--- src/rtl/sb_pkg.sv ---
package sb_pkg;

    localparam int ALU_DEPTH = 1;
    localparam int MEM_DEPTH = 2;
    localparam int MUL_DEPTH = 4;
    localparam int VEC_W     = MUL_DEPTH + 1;
    localparam int STAGE_W   = $clog2(VEC_W);

    typedef enum logic [1:0] {
        FU_ALU = 2'd0,
        FU_MEM = 2'd1,
        FU_MUL = 2'd2
    } fu_e;

    typedef enum logic [1:0] {
        SEL_RF    = 2'd0,
        SEL_BYP   = 2'd1,
        SEL_STALL = 2'd2
    } sel_e;

    typedef enum logic {
        ENT_IDLE   = 1'b0,
        ENT_FLIGHT = 1'b1
    } ent_state_e;

    // Vector position of the write-back stage for a pipe.
    function automatic logic [STAGE_W-1:0] fu_wb_pos(input fu_e fu);
        logic [STAGE_W-1:0] p;
        unique case (fu)
            FU_ALU:  p = STAGE_W'(ALU_DEPTH);
            FU_MEM:  p = STAGE_W'(MEM_DEPTH);
            default: p = STAGE_W'(MUL_DEPTH);
        endcase
        return p;
    endfunction

    // First vector position at which a pipe holds its result.
    function automatic logic [STAGE_W-1:0] fu_ready_pos(input fu_e fu);
        return fu_wb_pos(fu) - STAGE_W'(1);
    endfunction

endpackage

--- src/rtl/sb_entry.sv ---
module sb_entry
    import sb_pkg::*;
(
    input  logic             clk,
    input  logic             rst_n,
    input  logic             flush,
    input  logic             issue_hit,
    input  fu_e              issue_unit,
    output logic             pending,
    output fu_e              unit_tag,
    output logic [VEC_W-1:0] pos_vec
);

    ent_state_e       st_q, st_d;
    fu_e              unit_q, unit_d;
    logic [VEC_W-1:0] vec_q, vec_d;

    // State register
    always_ff @(posedge clk or negedge rst_n) begin
        if (!rst_n) begin
            st_q   <= ENT_IDLE;
            unit_q <= FU_ALU;
            vec_q  <= '0;
        end else begin
            st_q   <= st_d;
            unit_q <= unit_d;
            vec_q  <= vec_d;
        end
    end

    // Next state and entry contents
    always_comb begin
        st_d   = st_q;
        unit_d = unit_q;
        vec_d  = vec_q;
        unique case (st_q)
            ENT_IDLE: begin
                if (issue_hit) begin
                    st_d   = ENT_FLIGHT;
                    unit_d = issue_unit;
                    vec_d  = VEC_W'(1);
                end
            end
            ENT_FLIGHT: begin
                if (issue_hit) begin
                    unit_d = issue_unit;
                    vec_d  = VEC_W'(1);
                end else if (vec_q[fu_wb_pos(unit_q)]) begin
                    st_d  = ENT_IDLE;
                    vec_d = '0;
                end else begin
                    vec_d = vec_q << 1;
                end
            end
            default: begin
                st_d  = ENT_IDLE;
                vec_d = '0;
            end
        endcase
        if (flush) begin
            st_d  = ENT_IDLE;
            vec_d = '0;
        end
    end

    assign pending  = (st_q == ENT_FLIGHT);
    assign unit_tag = unit_q;
    assign pos_vec  = vec_q;

    p_vec_onehot_r4: assert property (@(posedge clk) disable iff (!rst_n)
        pending |-> $onehot(pos_vec));

    p_idle_empty_r3: assert property (@(posedge clk) disable iff (!rst_n)
        !pending |-> (pos_vec == '0));

    p_retire_r6: assert property (@(posedge clk) disable iff (!rst_n)
        (pending && pos_vec[fu_wb_pos(unit_tag)] && !issue_hit && !flush) |=> !pending);

    p_reload_r7: assert property (@(posedge clk) disable iff (!rst_n)
        (issue_hit && !flush) |=> (pending && pos_vec == VEC_W'(1) && unit_tag == $past(issue_unit)));

    p_flush_idle_r8: assert property (@(posedge clk) disable iff (!rst_n)
        flush |=> !pending);

endmodule

--- src/rtl/sb_src_lookup.sv ---
module sb_src_lookup
    import sb_pkg::*;
(
    input  logic               clk,
    input  logic               rst_n,
    input  logic               is_zero,
    input  logic               pending,
    input  fu_e                unit_tag,
    input  logic [VEC_W-1:0]   pos_vec,
    output sel_e               sel,
    output fu_e                byp_unit,
    output logic [STAGE_W-1:0] byp_stage,
    output logic               stall
);

    logic [STAGE_W-1:0] pos;
    logic               live;

    always_comb begin
        pos = '0;
        for (int i = 0; i < VEC_W; i++) begin
            if (pos_vec[i]) pos = STAGE_W'(i);
        end
    end

    assign live = pending && !is_zero;

    always_comb begin
        sel       = SEL_RF;
        byp_unit  = FU_ALU;
        byp_stage = '0;
        stall     = 1'b0;
        if (live) begin
            if (pos < fu_ready_pos(unit_tag)) begin
                sel   = SEL_STALL;
                stall = 1'b1;
            end else begin
                sel       = SEL_BYP;
                byp_unit  = unit_tag;
                byp_stage = pos;
            end
        end
    end

    p_alu_no_stall_r4: assert property (@(posedge clk) disable iff (!rst_n)
        (pending && unit_tag == FU_ALU) |-> !stall);

    p_mul_early_stall_r6: assert property (@(posedge clk) disable iff (!rst_n)
        (pending && !is_zero && unit_tag == FU_MUL && (pos_vec[0] || pos_vec[1] || pos_vec[2])) |-> stall);

    p_idle_rf_r3: assert property (@(posedge clk) disable iff (!rst_n)
        !pending |-> (sel == SEL_RF && !stall));

endmodule

--- src/rtl/sb_bypass_tracker.sv ---
module sb_bypass_tracker
    import sb_pkg::*;
#(
    parameter int NUM_REGS = 32,
    parameter int NUM_SRC  = 2,
    localparam int REG_W   = $clog2(NUM_REGS)
) (
    input  logic               clk,
    input  logic               rst_n,
    input  logic               flush_i,
    input  logic               iss_valid_i,
    input  logic [1:0]         iss_unit_i,
    input  logic [REG_W-1:0]   iss_rd_i,
    input  logic [REG_W-1:0]   rs1_i,
    input  logic [REG_W-1:0]   rs2_i,
    output logic [1:0]         rs1_sel_o,
    output logic [1:0]         rs1_unit_o,
    output logic [STAGE_W-1:0] rs1_stage_o,
    output logic               rs1_stall_o,
    output logic [1:0]         rs2_sel_o,
    output logic [1:0]         rs2_unit_o,
    output logic [STAGE_W-1:0] rs2_stage_o,
    output logic               rs2_stall_o
);

    logic             pend_q [NUM_REGS];
    fu_e              tag_q  [NUM_REGS];
    logic [VEC_W-1:0] vec_q  [NUM_REGS];
    fu_e              iss_unit;

    assign iss_unit = fu_e'(iss_unit_i);

    for (genvar g = 0; g < NUM_REGS; g++) begin : g_ent
        if (g == 0) begin : g_zero
            assign pend_q[g] = 1'b0;
            assign tag_q[g]  = FU_ALU;
            assign vec_q[g]  = '0;
        end else begin : g_trk
            sb_entry u_ent (
                .clk        (clk),
                .rst_n      (rst_n),
                .flush      (flush_i),
                .issue_hit  (iss_valid_i && (iss_rd_i == REG_W'(g))),
                .issue_unit (iss_unit),
                .pending    (pend_q[g]),
                .unit_tag   (tag_q[g]),
                .pos_vec    (vec_q[g])
            );
        end
    end

    logic [REG_W-1:0]   rs_idx  [NUM_SRC];
    sel_e               sel_w   [NUM_SRC];
    fu_e                unit_w  [NUM_SRC];
    logic [STAGE_W-1:0] stage_w [NUM_SRC];
    logic               stall_w [NUM_SRC];

    assign rs_idx[0] = rs1_i;
    assign rs_idx[1] = rs2_i;

    for (genvar s = 0; s < NUM_SRC; s++) begin : g_src
        sb_src_lookup u_lk (
            .clk       (clk),
            .rst_n     (rst_n),
            .is_zero   (rs_idx[s] == '0),
            .pending   (pend_q[rs_idx[s]]),
            .unit_tag  (tag_q[rs_idx[s]]),
            .pos_vec   (vec_q[rs_idx[s]]),
            .sel       (sel_w[s]),
            .byp_unit  (unit_w[s]),
            .byp_stage (stage_w[s]),
            .stall     (stall_w[s])
        );
    end

    assign rs1_sel_o   = sel_w[0];
    assign rs1_unit_o  = unit_w[0];
    assign rs1_stage_o = stage_w[0];
    assign rs1_stall_o = stall_w[0];
    assign rs2_sel_o   = sel_w[1];
    assign rs2_unit_o  = unit_w[1];
    assign rs2_stage_o = stage_w[1];
    assign rs2_stall_o = stall_w[1];

    p_zero_reg_rf_r2: assert property (@(posedge clk) disable iff (!rst_n)
        (rs1_i == '0) |-> (rs1_sel_o == SEL_RF));

    p_flush_all_rf_r8: assert property (@(posedge clk) disable iff (!rst_n)
        flush_i |=> (rs1_sel_o == SEL_RF && rs2_sel_o == SEL_RF));

    p_same_src_match_r9: assert property (@(posedge clk) disable iff (!rst_n)
        (rs1_i == rs2_i) |-> (rs1_sel_o == rs2_sel_o && rs1_stage_o == rs2_stage_o));

endmodule

--- config.mk ---
export PLATFORM = sky130hd
export DESIGN_NAME = sb_bypass_tracker
export DESIGN_NICKNAME = d
export VERILOG_FILES = /design/src/rtl/sb_pkg.sv /design/src/rtl/sb_entry.sv /design/src/rtl/sb_src_lookup.sv /design/src/rtl/sb_bypass_tracker.sv
export SDC_FILE = /design/constraint.sdc
export NUM_CORES = 1
export LEC_CHECK = 0
export BUFFER_PORTS_ARGS = -buffer_cell sky130_fd_sc_hd__buf_2
export CORE_MARGIN = 1
export CORE_UTILIZATION = 57
export DETAILED_ROUTE_END_ITERATION = 6
export PLACE_DENSITY = 0.78
export SLEW_MARGIN = 20
export SYNTH_ARGS = -nofsm -noshare
export SYNTH_HDL_FRONTEND = slang
export SYNTH_SLANG_ARGS = --single-unit
--- constraint.sdc ---
create_clock -name clk -period 2.4 [get_ports clk]
set_input_delay 0 -clock clk [delete_from_list [all_inputs] [get_ports clk]]
set_output_delay 0 -clock clk [all_outputs]
set_load 0.05 [all_outputs]
==> run_results.csv <==
group,metric,value,unit
outcome,status,"finished, violations left",
outcome,violations,"negative setup slack",
synth,synth_cell_types,63,
cts,root_buffer,"sky130_fd_sc_hd__clkbuf_16",
cells_and_area,postLayoutCellArea,0.01811,mm2
sta,worst_clock_skew,10.63,ps
synth,combinational_family_with_the_most_area_after_synthesis,"multiplexers",
synth,main_synth_ff_type,"sky130_fd_sc_hd__dfrtp_1",
placement,placed_cells_incl_taps,1814,
grt,grtUsageTotal,0.3690,
sta,setup_slack,-904.6,ps
synth,synth_xor_area_frac,0,
worst_setup_path,kind_of_end_point_of_the_critical_path,"output pin",
sta,unrepaired_setup_endpoints_after_global_routing,"true",
grt,first_pass_grt_wire_length,73.06,mm
placement,port_buffers,36,
sta,setup_violations,16,
synth,ys_async_sr_fraction,1.000,
placement,placedInstanceArea,0.01689,mm2
cells_and_area,final-instance-count-excl-fill,1882,
floorplan,die-width,161.0,um
worst_setup_path,critical_path_peak_fanout,4,
sta,timing.final.max_slew_violations,0,
power,worst_ir_drop_vdd,0.0005994,V
synth,synth_warn,0,
synth,syn-mean-instance-area,11.46,um2
sta,timing_worst_slew_pin_value,945.8,ps
sta,worst_slew_margin_rel,0.3695,
synth,seq_area_frac_synth,0.4307,
detailed_routing,post-route-drc-count,0,
detailed_routing,drtPass1Iterations,6,
grt,pin_count_of_the_biggest_net_entering_global_routing,88,
synth,ys_ff_latch,248,
worst_setup_path,timing.critical_path.required,2400,ps
floorplan,num_ports,37,
synth,synth_mux_area_frac,0.2850,
floorplan,floorplan.initialDensity,0.5873,
grt,grt_pass1_vias,12656,
cts,cts_inserted_buffers,27,
grt,grt_antenna_before_repair,1,
synth,synthesis.instances,1257,
cells_and_area,syn_to_final_growth,25.66,%
cells_and_area,layout-drive-gt1-share,0.4136,
synth,synth_compound_area_frac,0.1097,
cts,max-clock-path-buffers,3,
sta,post-route-min-period,3305,ps
placement,hpwl_after_detailed_placement,33.67,mm
synth,syn-num-nets,1280,
grt,grt_overflow_total,0,
placement,finalWeightedCongestion,0.9798,
synth,number_of_enable_type_register_cells_in_the_synthesized_netlist,0,
detailed_routing,drt_wl_total,47.17,mm
cts,htree_levels,1,
cts,cts_tree,"done",
synth,synth_adder_area_share,0.001737,
sta,timing.setup.tns,-11690,ps
power,cellPowerDensity,579.1,mW/mm2
worst_setup_path,crit_path_category,"flop to output pin",
synth,synthesis.area,0.01441,mm2
worst_setup_path,worst_ep_arrival_time,3300,ps
cells_and_area,finalNetCount,1561,
cts,worstSkewPairLatency,550,ps
cts,clock-sinks,248,
floorplan,die_area,0.02592,mm2
detailed_routing,detail_route.wl_per_cell,25.07,um
cells_and_area,most_used_cells_in_the_layout_excluding_fill_and_tap_cells,"277 x sky130_fd_sc_hd__buf_4, 247 x sky130_fd_sc_hd__dfrtp_1, 161 x sky130_fd_sc_hd__nor2_1",
floorplan,core-area,0.02453,mm2
floorplan,placementRows,57,
sta,post-route-period-util,1.377,
detailed_routing,route.antenna.remaining_nets,0,
cells_and_area,finalCoreUtilization,0.7380,
cts,cts.clk_slew.worst_paths,60,ps
synth,post_synth_and_or_nand_nor_area_fraction,0.1319,
power,power_leakage,0.008102,uW
job,timing.max_cap.violations,0,
power,fin_total_pwr,10490,uW
worst_hold_path,min_path_type,"input port to flop",
cells_and_area,most_common_cell_after_layout_fill_and_taps_aside,"sky130_fd_sc_hd__buf_4",
sta,max_clock_freq,302.6,MHz
floorplan,fp.dieH,161.0,um
sta,final_hold_viol_count,0,
detailed_routing,initialDrtViolationCount,1881,
detailed_routing,drt-vias-per-instance,6.759,
worst_setup_path,crit_path_start_kind,"flop",
detailed_routing,routed-via-count,12720,
## registers in the layout, indices dropped and copies added, names as in the netlist
name and count:
g_ent.g_trk.u_ent.pending 31, g_ent.g_trk.u_ent.pos_vec 155, g_ent.g_trk.u_ent.unit_tag 62
## cells by family after synthesis
logic type | Yosys count
AND/OR/NAND/NOR | 402
multiplexers | 271
flip-flops | 248
AO/OA/AOI/OAI | 217
buffers and inverters | 117
adder cells (fa/ha/maj) | 2
## per-stage QoR
step,worst slack (ps),hold slack (ps)
2_1_floorplan,-323.5,-295.6
3_3_place_gp,-455.2,27.58
3_5_place_dp,-505.5,29.71
4_1_cts,-839.8,9.345
5_1_grt,-932.8,59.34
6_report,-904.6,33.55
## worst max-delay path, cell delays in order, from the launching register on
cell                       delay (ps)
sky130_fd_sc_hd__dfrtp_1          390
sky130_fd_sc_hd__buf_4            160
sky130_fd_sc_hd__mux2i_2          220
sky130_fd_sc_hd__mux2i_1          170
sky130_fd_sc_hd__mux4_2           520
sky130_fd_sc_hd__mux2i_4          240
sky130_fd_sc_hd__a21oi_4          100
sky130_fd_sc_hd__ha_4             300
sky130_fd_sc_hd__o31ai_4           60
sky130_fd_sc_hd__a31o_4           240
sky130_fd_sc_hd__a211oi_4         170
sky130_fd_sc_hd__buf_6            190
## routing by layer
layer / GRT usage / vias to the layer above / routed length, um
li1: - / 5366 / -
met5: 0 / - / 0
met1: 0.5093 / 6273 / 18100
met4: 0.1617 / 0 / 2704
met2: 0.5723 / 885 / 21420
met3: 0.07216 / 196 / 4949
## report_power, final
group	switching, uW	total [uW]	internal (uW)
combinational	915	1850	938
sequential	242	4640	4400
clock	1720	3990	2280
## Yosys cell counts, types with 20 or more instances
master,n,area (um2)
sky130_fd_sc_hd__a21oi_1,39,195.2
sky130_fd_sc_hd__a22oi_1,127,953.4
sky130_fd_sc_hd__buf_2,20,100.1
sky130_fd_sc_hd__clkbuf_1,41,153.9
sky130_fd_sc_hd__dfrtp_1,248,6206
sky130_fd_sc_hd__inv_1,34,127.6
sky130_fd_sc_hd__mux2_2,144,1622
sky130_fd_sc_hd__mux2i_1,33,330.3
sky130_fd_sc_hd__mux4_2,75,1689
sky130_fd_sc_hd__nand2_1,22,82.58
sky130_fd_sc_hd__nor2_1,164,615.6
sky130_fd_sc_hd__nor3_1,135,675.7
## layout make-up
| cell class | instances | area (um2) |
|---|---|---|
| Fill cell | 1648 | 6427 |
| Tap cell | 324 | 405.4 |
| Sequential cell | 248 | 6207 |
| Multi-Input combinational cell | 892 | 7804 |
| Inverter | 36 | 137.6 |
| Clock inverter | 7 | 68.82 |
| Timing Repair Buffer | 333 | 2723 |
| Antenna cell | 1 | 2.502 |
| Clock buffer | 41 | 758.2 |
## timing repair
item                       CTS  global route
setup endpoints to repair   16            16
hold buffers                 2             0
resized for setup           65            11
pin swaps                   11             7
buffers inserted            12             7
hold endpoints to repair   278             0
## worst paths after layout
check	start	cells after the start	endpoint	slack, ps
max in group asynchronous	rst_n	3	g_ent[7].g_trk.u_ent.unit_tag[0]	1560
worst max-delay path	g_ent[3].g_trk.u_ent.pos_vec[3]	11	rs2_stage_o[1]	-900
min in group asynchronous	rst_n	2	g_ent[18].g_trk.u_ent.unit_tag[0]	50
worst min-delay path	iss_rd_i[0]	5	g_ent[12].g_trk.u_ent.pos_vec[0]	30
worst min register to register	g_ent[26].g_trk.u_ent.pos_vec[0]	2	g_ent[26].g_trk.u_ent.pos_vec[0]	520
worst max register to register	g_ent[20].g_trk.u_ent.pos_vec[2]	6	g_ent[20].g_trk.u_ent.pos_vec[3]	490
(Power assumes the default switching activity.)
